### src/rtl/tune_ctl_i2c_slave.sv
module tune_ctl_i2c_slave #(
  parameter int          SYNC_STAGES = 2,
  parameter logic [5:0]  DEV_ID      = 6'b110010
) (
  input  logic        clk,
  input  logic        rst_n,
  input  logic        scl_i,
  input  logic        sda_i,
  input  logic        addr_sel_i,
  output logic        sda_oe_o,
  output logic [7:0]  mode_q,
  output logic [15:0] ref_div_q,
  output logic [15:0] fb_div_q
);

  typedef enum logic [1:0] {S_IDLE, S_RX, S_ACK} state_t;
  typedef enum logic [1:0] {P_ADDR, P_SUB, P_DATA} phase_t;
  typedef enum logic [1:0] {Q_NONE, Q_REF, Q_FB} seq_t;

  logic [SYNC_STAGES-1:0] scl_sync, sda_sync;
  logic scl_d, sda_d;

  always_ff @(posedge clk or negedge rst_n) begin
    if (!rst_n) begin
      scl_sync <= '1;
      sda_sync <= '1;
      scl_d    <= 1'b1;
      sda_d    <= 1'b1;
    end else begin
      scl_sync <= {scl_sync[SYNC_STAGES-2:0], scl_i};
      sda_sync <= {sda_sync[SYNC_STAGES-2:0], sda_i};
      scl_d    <= scl_sync[SYNC_STAGES-1];
      sda_d    <= sda_sync[SYNC_STAGES-1];
    end
  end

  wire scl_s    = scl_sync[SYNC_STAGES-1];
  wire sda_s    = sda_sync[SYNC_STAGES-1];
  wire scl_rise = scl_s & ~scl_d;
  wire scl_fall = ~scl_s & scl_d;
  wire start_c  = scl_s & scl_d & sda_d & ~sda_s;
  wire stop_c   = scl_s & scl_d & ~sda_d & sda_s;

  state_t     state;
  phase_t     phase;
  seq_t       seq;
  logic [1:0] idx;
  logic [3:0] bit_cnt;
  logic [7:0] shreg;
  logic [7:0] hi_hold;
  logic       ack_ok;

  always_comb begin
    ack_ok = 1'b0;
    case (phase)
      P_ADDR: ack_ok = (shreg[7:2] == DEV_ID) && (shreg[1] == addr_sel_i) && !shreg[0];
      P_SUB:  ack_ok = 1'b1;
      P_DATA: begin
        case (seq)
          Q_REF:   ack_ok = (idx <= 2'd2);
          Q_FB:    ack_ok = (idx <= 2'd1);
          default: ack_ok = 1'b1;
        endcase
      end
      default: ack_ok = 1'b0;
    endcase
  end

  always_ff @(posedge clk or negedge rst_n) begin
    if (!rst_n) begin
      state     <= S_IDLE;
      phase     <= P_ADDR;
      seq       <= Q_NONE;
      idx       <= '0;
      bit_cnt   <= '0;
      shreg     <= '0;
      hi_hold   <= '0;
      sda_oe_o  <= 1'b0;
      mode_q    <= '0;
      ref_div_q <= '0;
      fb_div_q  <= '0;
    end else if (start_c) begin
      state    <= S_RX;
      phase    <= P_ADDR;
      bit_cnt  <= '0;
      sda_oe_o <= 1'b0;
    end else if (stop_c) begin
      state    <= S_IDLE;
      sda_oe_o <= 1'b0;
    end else begin
      case (state)
        S_RX: begin
          if (scl_rise && bit_cnt < 4'd8) begin
            shreg   <= {shreg[6:0], sda_s};
            bit_cnt <= bit_cnt + 4'd1;
          end else if (scl_fall && bit_cnt == 4'd8) begin
            if (!ack_ok) begin
              state <= S_IDLE;
            end else begin
              state    <= S_ACK;
              sda_oe_o <= 1'b1;
              if (phase == P_SUB) begin
                idx <= '0;
                if (shreg[4:2] == 3'b001)     seq <= Q_REF;
                else if (shreg[3:2] == 2'b11) seq <= Q_FB;
                else                          seq <= Q_NONE;
              end else if (phase == P_DATA && seq != Q_NONE) begin
                idx <= idx + 2'd1;
                if (seq == Q_REF) begin
                  case (idx)
                    2'd0:    mode_q    <= shreg;
                    2'd1:    hi_hold   <= shreg;
                    default: ref_div_q <= {hi_hold, shreg};
                  endcase
                end else begin
                  if (idx == 2'd0) hi_hold  <= shreg;
                  else             fb_div_q <= {hi_hold, shreg};
                end
              end
            end
          end
        end
        S_ACK: begin
          if (scl_fall) begin
            sda_oe_o <= 1'b0;
            bit_cnt  <= '0;
            state    <= S_RX;
            if (phase == P_ADDR)     phase <= P_SUB;
            else if (phase == P_SUB) phase <= P_DATA;
          end
        end
        default: ;
      endcase
    end
  end

endmodule


### config.mk
export PLATFORM = sky130hd
export DESIGN_NAME = tune_ctl_i2c_slave
export DESIGN_NICKNAME = d
export VERILOG_FILES = /design/src/rtl/tune_ctl_i2c_slave.sv
export SDC_FILE = /design/constraint.sdc
export NUM_CORES = 1
export LEC_CHECK = 0
export ABC_AREA = 1
export BUFFER_PORTS_ARGS = -buffer_cell sky130_fd_sc_hd__buf_2
export CAP_MARGIN = 20
export CORE_UTILIZATION = 55
export DETAILED_ROUTE_END_ITERATION = 7
export HOLD_SLACK_MARGIN = 0.1
export PLACE_DENSITY = 0.76
export SYNTH_ARGS = -nofsm -noshare
export SYNTH_HDL_FRONTEND = slang
export SYNTH_SLANG_ARGS = --single-unit
### constraint.sdc
create_clock -name clk -period 3 [get_ports clk]
set_input_delay 0.15 -clock clk [delete_from_list [all_inputs] [get_ports clk]]
set_output_delay 0.15 -clock clk [all_outputs]
set_load 0.02 [all_outputs]
==> results of run 1 <==
-- power by group through the flow --
stage	registers [mW]	clock network (mW)	logic (mW)
after floorplan	1.24	0	0.564
after global placement	1.30	0	0.637
after detailed placement	1.31	0	0.657
after CTS	1.29	0.823	0.665
after global routing	1.31	0.861	0.760
final	1.29	0.810	0.665
-- cells by family after synthesis --
| group | share of synthesized area (%) |
|---|---|
| simple gates | 33.26 |
| buf+inv | 6.828 |
| xor+xnor | 0.2464 |
| compound gates | 3.133 |
| fa+ha+maj | 3.520 |
| flops | 53.01 |
-- state kept, by name (all words and copies together) (netlist names), 2 cells and up --
signal,count
mode_q,8
seq,2
scl_sync,2
fb_div_q,16
bit_cnt,4
phase,2
idx,2
hi_hold,8
shreg,8
state,2
ref_div_q,16
sda_sync,2
-- through the flow --
step / setup WS (ns) / util [%]
floorplan: 1.278 / -
global placement: 0.8569 / 63.09
detailed placement: 0.8057 / 63.09
CTS: 0.7768 / 67.03
global route: 0.5447 / 67.03
finish: 0.7650 / 67.03
-- metal layers --
| metal | vias to the layer above | GRT usage [%] | wire, µm |
|---|---|---|---|
| li1 | 1443 | - | - |
| met1 | 1430 | 36.49 | 3646 |
| met2 | 92 | 37.77 | 3633 |
| met3 | 9 | 4.286 | 407 |
| met4 | 0 | 8.947 | 97 |
| met5 | - | 0 | 0 |
-- layout make-up --
class / count / area (µm²) / share of cell area, %
flip-flops and latches: 75 / 1884 / 46.38
multi-input cells: 280 / 1433 / 35.26
repair buffers: 56 / 315.3 / 7.761
clock buffers: 10 / 137.6 / 3.388
inverters: 34 / 127.6 / 3.141
well taps: 75 / 93.84 / 2.310
clock inverters: 6 / 71.32 / 1.755
-- repair_timing --
action	4_1_cts	5_1_grt
endpoints found under the hold margin	16	0
resized for setup	0	0
endpoints found under the setup margin	0	0
hold buffers	3	0
-- final timing paths --
check,end,cells after the start,slack [ns]
setup / recovery,ref_div_q[4]$_DFFE_PN0P_,9,0.76
hold / removal,bit_cnt[0]$_DFFE_PN0P_,2,0.24
setup reg to reg,ref_div_q[4]$_DFFE_PN0P_,9,0.76
hold reg to reg,sda_sync[1]$_DFF_PN1_,0,0.36
max in group asynchronous,sda_oe_o$_DFFE_PN0P_,3,1.94
min in group clk,sda_sync[1]$_DFF_PN1_,0,0.36
-- placed cells by master (no fill, tap or decap) --
| cell | n |
|---|---|
| sky130_fd_sc_hd__nand2_1 | 143 |
| sky130_fd_sc_hd__dfrtp_1 | 69 |
| sky130_fd_sc_hd__nand4_1 | 55 |
| sky130_fd_sc_hd__buf_2 | 45 |
| sky130_fd_sc_hd__inv_1 | 30 |
| sky130_fd_sc_hd__nor2_1 | 21 |
| sky130_fd_sc_hd__nand3_1 | 15 |
| sky130_fd_sc_hd__o21ai_0 | 14 |
| sky130_fd_sc_hd__ha_1 | 10 |
| sky130_fd_sc_hd__clkbuf_8 | 10 |
| sky130_fd_sc_hd__buf_4 | 8 |
| sky130_fd_sc_hd__dfstp_2 | 6 |
| sky130_fd_sc_hd__a21oi_1 | 4 |
| sky130_fd_sc_hd__nor3_4 | 3 |
| sky130_fd_sc_hd__inv_2 | 3 |
| sky130_fd_sc_hd__nor2_2 | 3 |
| sky130_fd_sc_hd__inv_6 | 3 |
| sky130_fd_sc_hd__dlygate4sd3_1 | 3 |
| sky130_fd_sc_hd__nand2_2 | 2 |
| sky130_fd_sc_hd__nor2_4 | 2 |
| sky130_fd_sc_hd__nand3_4 | 2 |
| sky130_fd_sc_hd__clkinvlp_4 | 2 |
| sky130_fd_sc_hd__a21boi_0 | 1 |
| sky130_fd_sc_hd__nand3_2 | 1 |
| sky130_fd_sc_hd__nor3_1 | 1 |
| sky130_fd_sc_hd__xor2_1 | 1 |
| sky130_fd_sc_hd__clkinv_1 | 1 |
| sky130_fd_sc_hd__o21a_1 | 1 |
| sky130_fd_sc_hd__o22ai_1 | 1 |
| sky130_fd_sc_hd__bufinv_16 | 1 |
-- critical path, delay by kind of cell (launching register included) --
family,cells,cell delay (ns)
and+or+nand+nor,6,1.32
buffers and inverters,2,0.25
adders and majority gates,1,0.15
DFF,1,0.40
==> impl_results.rst, run 1 <==
.. list-table::
   :header-rows: 1

   * - Metric
     - Value
   * - Status
     - finished, final reports clean
   * - CP startpoint kind
     - flop
   * - Detailed-route DRC error count
     - 0
   * - Beginning of the critical path
     - bit_cnt[0]$_DFFE_PN0P_
   * - Cell-by-cell trace of the critical path
     - inv_1, ha_1, nand3_1, nor2_4, inv_1, nor2_4, nand3_4, nand2_1, nand2_1
   * - Maximum operating frequency
     - 447.4 MHz
   * - Area of the mapped netlist
     - between 3000 and 4000 µm²
   * - Vias per cell
     - between 5 and 6
   * - Core area
     - 6061 µm²
   * - Post-placement cell area
     - 3824 µm²
   * - Library cell with the highest instance count after synthesis
     - sky130_fd_sc_hd__nand2_1
   * - Total vias in the final route
     - 2974
   * - Area share of the largest cell type after synthesis
     - 48.57%
   * - Final net count
     - between 400 and 500
   * - Synth unique cells
     - 26
   * - Last weighted congestion value of the routability-driven placer
     - roughly 0.87
   * - Worst Setup End Kind
     - flop
   * - Number of top-level pins
     - 46
   * - Rel. slew slack
     - 63.14%
   * - Number of CTS-inserted buffers
     - 9
   * - Final setup viols
     - 0
   * - Fraction of the yosys area taken by sequential cells
     - 53.01%
   * - Routed Wire Length
     - 7784 µm
   * - Post-route worst hold slack
     - 0.2443 ns
   * - Number of max-cap violations
     - 0
   * - Drt initial violations
     - just over 300
   * - #FFs+latches synth
     - between 70 and 80
   * - Iteration count of the initial detailed-routing pass
     - 5
   * - Top cell type by total area after synthesis
     - sky130_fd_sc_hd__dfrtp_1
   * - Sum of internal, switching and leakage power
     - 2.769 mW
   * - Combinational share of power
     - about a quarter
   * - Longest individual stage delay on the worst path
     - 0.40 ns
   * - Number of standard cells after synthesis
     - 406
   * - Hold Violations, Final
     - 0
   * - Power share of the clock group
     - 29.2%
   * - Count of yosys warnings during synthesis
     - 0
   * - Clock net sink count
     - 75
   * - Data arrival at the endpoint of the critical path
     - between 2 and 2.5 ns
   * - Synth-to-Final Area Change
     - 14.29%
   * - Sequential share of power
     - 46.7%
   * - Buffers added on ports
     - 45
   * - Final cell count without fillers
     - 536
   * - Power per cell area
     - 681.6 nW/µm²
   * - Antenna Nets Post-Route
     - 0
   * - Number of fill cells
     - between 500 and 600
   * - Vias in the first global route
     - 2611
   * - Antenna diode count
     - 0
   * - RSZ-0062 raised after global routing
     - no
   * - Ratio of cells with drive above 1 in the final layout
     - 19.74%
   * - Launch instance of the worst register-to-register path
     - bit_cnt[0]$_DFFE_PN0P_
   * - Total negative setup slack
     - 0 ns
   * - Fraction of registers with async set/reset
     - between 90% and 100%
   * - Mapped Nets
     - about 420
   * - Placement Rows
     - 28
   * - Worst vdd rail ir drop
     - 488.5 µV
   * - Hold WC Path Type
     - in -> async
   * - Top fanout value on the critical path
     - 17
   * - Top post-synthesis cells by count
     - sky130_fd_sc_hd__nand2_1 (143), sky130_fd_sc_hd__dfrtp_1 (69), sky130_fd_sc_hd__nand4_1 (55)
   * - Worst-margin pin slew
     - 0.5523 ns
   * - CTS H-tree depth
     - 3
   * - Slowest cell on the critical path
     - sky130_fd_sc_hd__dfrtp_1
   * - Antenna violations before repair
     - 0
   * - Leakage power summed over all cells
     - between 2 and 2.5 nW
   * - Root buffer cell
     - sky130_fd_sc_hd__clkbuf_8
   * - Floorplan die area
     - 6788 µm²
   * - Max Root-Sink Buffers
     - 2
   * - Global-route wire length before repair
     - 12560 µm
   * - Time the final worst path needs with I/O delays and setup
     - approximately 2.2 ns
   * - Primary FF master, synth
     - sky130_fd_sc_hd__dfrtp_1
   * - Global Route Usage Sum
     - 25.11%
   * - Psw
     - 1.043 mW
   * - Final worst path period share
     - ~75%
   * - Ranking of synthesized cells by area
     - sky130_fd_sc_hd__dfrtp_1 (49%), sky130_fd_sc_hd__nand2_1 (15%), sky130_fd_sc_hd__nand4_1 (9.7%)
   * - Cell-internal power
     - 1.727 mW
   * - Pin count of the biggest net entering global routing
     - 38
   * - Clock-pin slew reported for the worst setup and hold paths after clock tree synthesis
     - 0.08 ns
   * - GRT Residual Overflow
     - 0
   * - Final number of max-transition violations
     - 0
   * - Die span in y
     - 82.39 µm
   * - Cells after DPL
     - 517
   * - Switching share of power
     - 37.65%
   * - DP HPWL
     - 5497 µm
   * - Routed wire length per instance
     - 14.52 µm
   * - Clock skew after layout
     - 0.009760 ns
   * - Setup Buffers After CTS
     - 0
   * - TritonCTS clock tree
     - built
   * - Number of enable flip-flop cells after synthesis
     - 0
   * - Source-to-sink clock delay at the later pin of the worst-skew pair
     - 0.35 ns
   * - Type of the worst setup path
     - reg -> reg
   * - Initial standard-cell utilization of the core
     - 58.65%
   * - Mean instance size in the synthesized netlist
     - about 8.8 µm²
   * - Required time worst endpoint
     - 3.25 ns
   * - Die W
     - 82.39 µm
   * - Post-route cell area
     - 4063 µm²
No activity file was read; power rests on OpenSTA's default activity.
==> run 2, diff against run 1 <==
Settings changed: ABC_AREA 1 to 0, PLACE_DENSITY 0.76 to 0.77.
Clock period 3 ns to 2.2 ns, I/O delays scaled along.
==> impl_results.rst, run 2 <==
.. list-table::
   :header-rows: 1

   * - Metric
     - Value
   * - Top fanout value on the critical path
     - 7
   * - Psw
     - 0.6324 mW
   * - Die span in y
     - slightly below 80 µm
   * - Worst-margin pin slew
     - 0.4949 ns
   * - Launch instance of the worst register-to-register path
     - idx[1]$_DFFE_PN0P_
   * - #FFs+latches synth
     - 75
   * - CP startpoint kind
     - flop
   * - Power share of the clock group
     - 40.3%
   * - Source-to-sink clock delay at the later pin of the worst-skew pair
     - 0.34 ns
   * - Initial standard-cell utilization of the core
     - about three fifths
   * - Global Route Usage Sum
     - a little over a fifth
   * - Routed Wire Length
     - 6115 µm
   * - Total negative setup slack
     - 0 ns
   * - Ratio of cells with drive above 1 in the final layout
     - between 40% and 50%
   * - Synth-to-Final Area Change
     - 20.17%
   * - Mapped Nets
     - about 250
   * - CTS H-tree depth
     - 3
   * - Buffers added on ports
     - 45
   * - Number of standard cells after synthesis
     - 233
   * - Most frequent standard cell in the layout excluding fill and tap cells
     - sky130_fd_sc_hd__dfrtp_1
   * - Final worst path period share
     - 95.70%
   * - Placement Rows
     - 27
   * - Total vias in the final route
     - 2074
   * - End point of the critical path
     - ref_div_q[6]$_DFFE_PN0P_
   * - Type of the worst setup path
     - reg -> reg
   * - Clock-pin slew reported for the worst setup and hold paths after clock tree synthesis
     - 0.08 ns
   * - Area share of the largest cell type after synthesis
     - 52.33%
   * - Worst reg2reg setup slack
     - ~0.095 ns
   * - GRT Residual Overflow
     - 0
   * - Top cell type by total area after synthesis
     - sky130_fd_sc_hd__dfrtp_1
   * - Top post-synthesis cells by count
     - sky130_fd_sc_hd__dfrtp_1 (69), sky130_fd_sc_hd__mux2_2 (48), sky130_fd_sc_hd__ha_1 (10), sky130_fd_sc_hd__inv_1 (10), sky130_fd_sc_hd__mux2_4 (10)
   * - Drt initial violations
     - around 150
   * - Leakage power summed over all cells
     - approximately 2 nW
   * - Fraction of the yosys area taken by sequential cells
     - 57.11%
   * - Combinational share of power
     - under 10%
   * - Primary FF master, synth
     - sky130_fd_sc_hd__dfrtp_1
   * - Final cell count without fillers
     - between 300 and 400
   * - Vias in the first global route
     - 2058
   * - Floorplan die area
     - 6312 µm²
   * - Global-route wire length before repair
     - ~10000 µm
   * - Last weighted congestion value of the routability-driven placer
     - 0.8432
   * - Worst vdd rail ir drop
     - 437.8 µV
   * - TritonCTS clock tree
     - built
   * - Mean instance size in the synthesized netlist
     - around 14 µm²
   * - Power per cell area
     - 698.3 nW/µm²
   * - Vias per cell
     - 5.458
   * - Antenna diode count
     - 0
   * - Hold Violations, Final
     - 0
   * - Pin count of the biggest net entering global routing
     - 41
   * - Number of CTS-inserted buffers
     - 9
   * - Library cell with the highest instance count after synthesis
     - sky130_fd_sc_hd__dfrtp_1
   * - Hold WC Path Type
     - in -> async
   * - Setup Buffers After CTS
     - 0
   * - Die W
     - 79.45 µm
   * - DP HPWL
     - 4318 µm
   * - Longest individual stage delay on the worst path
     - 0.40 ns
   * - Required time worst endpoint
     - around 2.4 ns
   * - Depth of the worst register-to-register path
     - 8
   * - Number of fill cells
     - 396
   * - Rel. slew slack
     - 67.01%
   * - Antenna violations before repair
     - 0
   * - Ranking of synthesized cells by area
     - sky130_fd_sc_hd__dfrtp_1 (52%), sky130_fd_sc_hd__mux2_2 (16%), sky130_fd_sc_hd__dfstp_2 (4.8%)
   * - Root buffer cell
     - sky130_fd_sc_hd__clkbuf_8
   * - Worst Setup End Kind
     - flop
   * - Count of yosys warnings during synthesis
     - 0
   * - Number of max-cap violations
     - 0
   * - Beginning of the critical path
     - idx[1]$_DFFE_PN0P_
   * - Slowest cell on the critical path
     - sky130_fd_sc_hd__dfrtp_1
   * - Status
     - finished, final reports clean
   * - Core area
     - 5642 µm²
   * - Most used cells in the layout excluding fill and tap cells
     - sky130_fd_sc_hd__dfrtp_1 (69), sky130_fd_sc_hd__mux2_2 (48), sky130_fd_sc_hd__buf_2 (45)
   * - Synth unique cells
     - 48
   * - Cell-by-cell trace of the critical path
     - inv_1, ha_1, nor2b_1, o221ai_4, nand3_4, nor4_4, buf_4, mux2_4
   * - Detailed-route DRC error count
     - 0
   * - Final setup viols
     - 0
   * - Iteration count of the initial detailed-routing pass
     - 4
   * - Final standard cell utilization of the core
     - 70.28%
   * - Leading registers by flop count
     - fb_div_q x16, ref_div_q x16
   * - Clock net sink count
     - 75
   * - Routed wire length per instance
     - approximately 16 µm
   * - Data arrival at the endpoint of the critical path
     - 2.33 ns
   * - Switching share of power
     - 22.84%
   * - Antenna Nets Post-Route
     - 0
   * - End of the worst register-to-register path
     - ref_div_q[6]$_DFFE_PN0P_
   * - Time the final worst path needs with I/O delays and setup
     - 2.105 ns
   * - Max Root-Sink Buffers
     - 2
   * - Area of the mapped netlist
     - 3299 µm²
   * - Cells after DPL
     - approximately 360
   * - Number of enable flip-flop cells after synthesis
     - 0
   * - Clock skew after layout
     - 0.009725 ns
   * - Fraction of registers with async set/reset
     - 100.0%
   * - Number of top-level pins
     - 46
   * - Maximum operating frequency
     - about 470 MHz
   * - Cell-internal power
     - 2.136 mW
   * - Final number of max-transition violations
     - 0
   * - Sequential share of power
     - 52.8%
   * - Final net count
     - 319
-- run 2: changes by cell type in the layout (fill, tap and decap cells not counted), sizes merged, moves of 3 or more --
cell	change
nand2	-138
mux2	+58
nand4	-54
inv	-25
nor2	-17
nand3	-15
buf	+11
o21ai	-7
nand2b	+4
mux2i	+3
-- run 2: metal layers --
| layer | share of wire, % | routed length, µm | up-vias | global-route usage [%] |
|---|---|---|---|---|
| li1 | - | - | 972 | - |
| met1 | 48 | 2959 | 1045 | 30.36 |
| met2 | 46 | 2824 | 44 | 31.88 |
| met3 | 3.2 | 195 | 13 | 3.771 |
| met4 | 2.2 | 135 | 0 | 11.82 |
| met5 | 0 | 0 | - | 0 |
-- run 2: worst min-delay path by stage --
stage                                         to  depth (start not counted)                  start
after floorplan           bit_cnt[0]$_DFFE_PN0P_                          0                  rst_n
after global placement        seq[0]$_DFFE_PN0P_                          2                  rst_n
after detailed placement      seq[0]$_DFFE_PN0P_                          2                  rst_n
after CTS                     seq[0]$_DFFE_PN0P_                          3                  rst_n
after global routing       scl_sync[1]$_DFF_PN1_                          0  scl_sync[0]$_DFF_PN1_
final                         seq[0]$_DFFE_PN0P_                          3                  rst_n
-- run 2: cells by family after synthesis --
| group | share of synthesized area [%] |
|---|---|
| muxes | 21.84 |
| adders and majority gates | 3.792 |
| buffers and inverters | 2.427 |
| xor gates and xnor gates | 0.5310 |
| and+or+nand+nor | 9.595 |
| AOI/OAI and AO/OA | 4.703 |
| DFF | 57.11 |
-- run 2: final cells by class --
| class | count | area (µm²) | share of cell area, % |
|---|---|---|---|
| Tap cell | 72 | 90.09 | 2.272 |
| Inverter | 11 | 41.29 | 1.041 |
| Multi-Input combinational cell | 140 | 1341 | 33.83 |
| Sequential cell | 75 | 1884 | 47.52 |
| Clock buffer | 10 | 127.6 | 3.219 |
| Timing Repair Buffer | 67 | 401.6 | 10.13 |
| Clock inverter | 5 | 78.83 | 1.988 |
-- run 2: what timing repair did --
action,4_1_cts,5_1_grt
endpoints found under the hold margin,71,0
hold buffers,3,0
resized for setup,0,1
setup endpoints to repair,0,5
-- run 2: power groups by stage --
stage / sequential [mW] / clock (mW) / combinational (mW)
after global routing: 1.47 / 1.19 / 0.214
after floorplan: 1.49 / 0 / 0.0861
after global placement: 1.48 / 0 / 0.183
final: 1.46 / 1.12 / 0.190
after detailed placement: 1.49 / 0 / 0.189
after CTS: 1.46 / 1.13 / 0.193
-- run 2: critical path, delay by kind of cell (launching register included) --
family          cells  cell delay (ns)
buf+inv             2             0.34
mux                 1             0.31
compound gates      1             0.21
fa+ha+maj           1             0.20
flops               1             0.40
simple gates        3             0.52
-- run 2: stage by stage --
| stage | instance area [µm²] | setup WS (ns) | power (mW) | hold slack [ns] |
|---|---|---|---|---|
| global route | 3965 | -0.004957 | 2.875 | 0.3690 |
| detailed placement | 3725 | 0.09781 | 1.677 | 0.1860 |
| global placement | 3725 | 0.1661 | 1.668 | 0.1902 |
| floorplan | 3299 | 0.02743 | 1.575 | -0.1856 |
| CTS | 3961 | 0.06801 | 2.786 | 0.3502 |
| finish | 3965 | 0.09456 | 2.769 | 0.3384 |
==> run 3, diff against run 2 <==
Settings changed: CORE_MARGIN from default to 10, SLEW_MARGIN from default to 20.
==> impl_results.rst, run 3 (synthesis results as in run 2) <==
.. list-table::
   :header-rows: 1

   * - Metric
     - Value
   * - Buffers added on ports
     - 45
   * - Total vias in the final route
     - 2066
   * - Hold Violations, Final
     - 0
   * - Clock skew after layout
     - 0.01256 ns
   * - Final number of max-transition violations
     - 0
   * - Number of CTS-inserted buffers
     - 9
   * - Post-placement worst setup slack
     - ~0.080 ns
   * - Post-route cell area
     - 3976 µm²
   * - Routed wire length per instance
     - 17.01 µm
   * - Vias in the first global route
     - 2143
   * - Final cell count without fillers
     - 380
   * - Rel. slew slack
     - between 30% and 40%
   * - Leakage power summed over all cells
     - around 2.0 nW
   * - Initial standard-cell utilization of the core
     - 56.06%
   * - Required time worst endpoint
     - 2.43 ns
   * - Combinational share of power
     - under 10%
   * - TritonCTS clock tree
     - built
   * - Top fanout value on the critical path
     - 8
   * - GRT Residual Overflow
     - 0
   * - Cell-internal power
     - 2.024 mW
   * - Die span in y
     - 97.45 µm
   * - Vias per cell
     - 5.437
   * - Time the final worst path needs with I/O delays and setup
     - ~2.1 ns
   * - Max layer used
     - met4
   * - Pin count of the biggest net entering global routing
     - 76
   * - Cells after DPL
     - 360
   * - CP startpoint kind
     - flop
   * - Sequential share of power
     - 54.6%
   * - Placement Rows
     - 28
   * - Antenna Nets Post-Route
     - 0
   * - Final Worst Setup Slack
     - between 0.1 and 0.15 ns
   * - Hold WC Path Type
     - reg -> reg
   * - Number of max-cap violations
     - 0
   * - Routed met2 length
     - ~3100 µm
   * - Leading registers by flop count
     - fb_div_q x16, ref_div_q x16
   * - Post-placement cell area
     - ~3700 µm²
   * - Synth-to-Final Area Change
     - 20.52%
   * - Core area
     - between 5000 and 6000 µm²
   * - Final net count
     - between 300 and 400
   * - Source-to-sink clock delay at the later pin of the worst-skew pair
     - 0.34 ns
   * - Worst-margin pin slew
     - ~0.92 ns
   * - RSZ-0062 raised after global routing
     - no
   * - Routed Wire Length
     - 6464 µm
   * - Met3 routed wirelength
     - 262 µm
   * - Switching share of power
     - 24.43%
   * - Power per cell area
     - 673.7 nW/µm²
   * - Global Route Usage Sum
     - a little over an eighth
   * - Maximum operating frequency
     - 480.2 MHz
   * - Psw
     - 0.6545 mW
   * - CTS H-tree depth
     - 3
   * - Clock net sink count
     - 75
   * - Worst vdd rail ir drop
     - 546.9 µV
   * - Floorplan die area
     - 9497 µm²
   * - Ratio of cells with drive above 1 in the final layout
     - 50.16%
   * - Detailed-route DRC error count
     - 0
   * - Wire length the detailed router placed on met1
     - around 3000 µm
   * - Antenna violations before repair
     - 0
   * - Type of the worst setup path
     - reg -> reg
   * - Final setup viols
     - 0
   * - Worst Setup End Kind
     - flop
   * - DP HPWL
     - 4381 µm
   * - Number of top-level pins
     - 46
   * - Clock-pin slew reported for the worst setup and hold paths after clock tree synthesis
     - approximately 0.080 ns
   * - Root buffer cell
     - sky130_fd_sc_hd__clkbuf_8
   * - Most frequent standard cell in the layout excluding fill and tap cells
     - sky130_fd_sc_hd__dfrtp_1
   * - Power share of the clock group
     - 38.6%
   * - Most used cells in the layout excluding fill and tap cells
     - sky130_fd_sc_hd__dfrtp_1 (69), sky130_fd_sc_hd__mux2_2 (48), sky130_fd_sc_hd__buf_2 (44)
   * - Final worst path period share
     - 94.66%
   * - Last weighted congestion value of the routability-driven placer
     - about 0.84
   * - Total negative setup slack
     - 0 ns
   * - Global-route wire length before repair
     - between 10000 and 15000 µm
   * - Die W
     - 97.45 µm
   * - Antenna diode count
     - 0
   * - Data arrival at the endpoint of the critical path
     - 2.31 ns
   * - Max Root-Sink Buffers
     - 2
   * - Iteration count of the initial detailed-routing pass
     - 4
   * - Drt initial violations
     - between 100 and 150
   * - Status
     - finished, final reports clean
==> run 3: timing repair <==
action | in CTS | in global routing
gates resized for setup | 0 | 3
endpoints found under the hold margin | 71 | 0
hold buffers | 3 | 0
setup endpoints to repair | 0 | 14
buffers inserted | 0 | 1
==> run 3: path summary, 6_finish.rpt <==
kind	startpoint	to	slack, ns	cells after the start
min reg2reg	sda_sync[0]$_DFF_PN1_	sda_sync[1]$_DFF_PN1_	0.36	0
max reg2reg	seq[1]$_DFFE_PN0P_	ref_div_q[12]$_DFFE_PN0P_	0.12	7
max in group asynchronous	rst_n	phase[0]$_DFFE_PN0P_	1.15	2
max	seq[1]$_DFFE_PN0P_	ref_div_q[12]$_DFFE_PN0P_	0.12	7
min	sda_sync[0]$_DFF_PN1_	sda_sync[1]$_DFF_PN1_	0.36	0
min in group asynchronous	rst_n	bit_cnt[2]$_DFFE_PN0P_	0.44	2
==> run 3: layout make-up <==
type	count	area [µm²]
fillers	425	1909
multi-input cells	140	1346
clock buffers	9	123.9
well taps	75	93.84
repair buffers	64	420.4
inverters	11	41.29
flip-flops and latches	75	1884
clock inverters	6	66.31
==> run 3: power by group through the flow <==
stage	registers, mW	clock network, mW	logic, mW
detailed placement	1.49	0	0.182
CTS	1.46	1.06	0.188
finish	1.46	1.03	0.183
floorplan	1.49	0	0.0861
global placement	1.48	0	0.180
global route	1.47	1.10	0.211
==> run 3: routing by layer <==
metal / up-vias / global-route usage (%)
li1: 968 / -
met1: 1044 / 17.38
met2: 44 / 21.15
met3: 10 / 3.129
met4: 0 / 6.711
met5: - / 0
==> run 3: stage by stage <==
step,power (mW),utilization [%],hold slack (ns)
CTS,2.705,66.92,0.3531
floorplan,1.575,-,-0.1856
global route,2.781,67.56,0.3653
finish,2.679,67.56,0.3561
detailed placement,1.669,63.18,0.2169
global placement,1.664,63.18,0.2153
==> run 3: critical path: stages (launching register included) <==
cell	delay, ns
sky130_fd_sc_hd__dfrtp_1	0.40
sky130_fd_sc_hd__inv_2	0.07
sky130_fd_sc_hd__ha_2	0.18
sky130_fd_sc_hd__buf_4	0.13
sky130_fd_sc_hd__or2b_1	0.26
sky130_fd_sc_hd__nor4_4	0.39
sky130_fd_sc_hd__clkbuf_16	0.25
sky130_fd_sc_hd__mux2_4	0.30
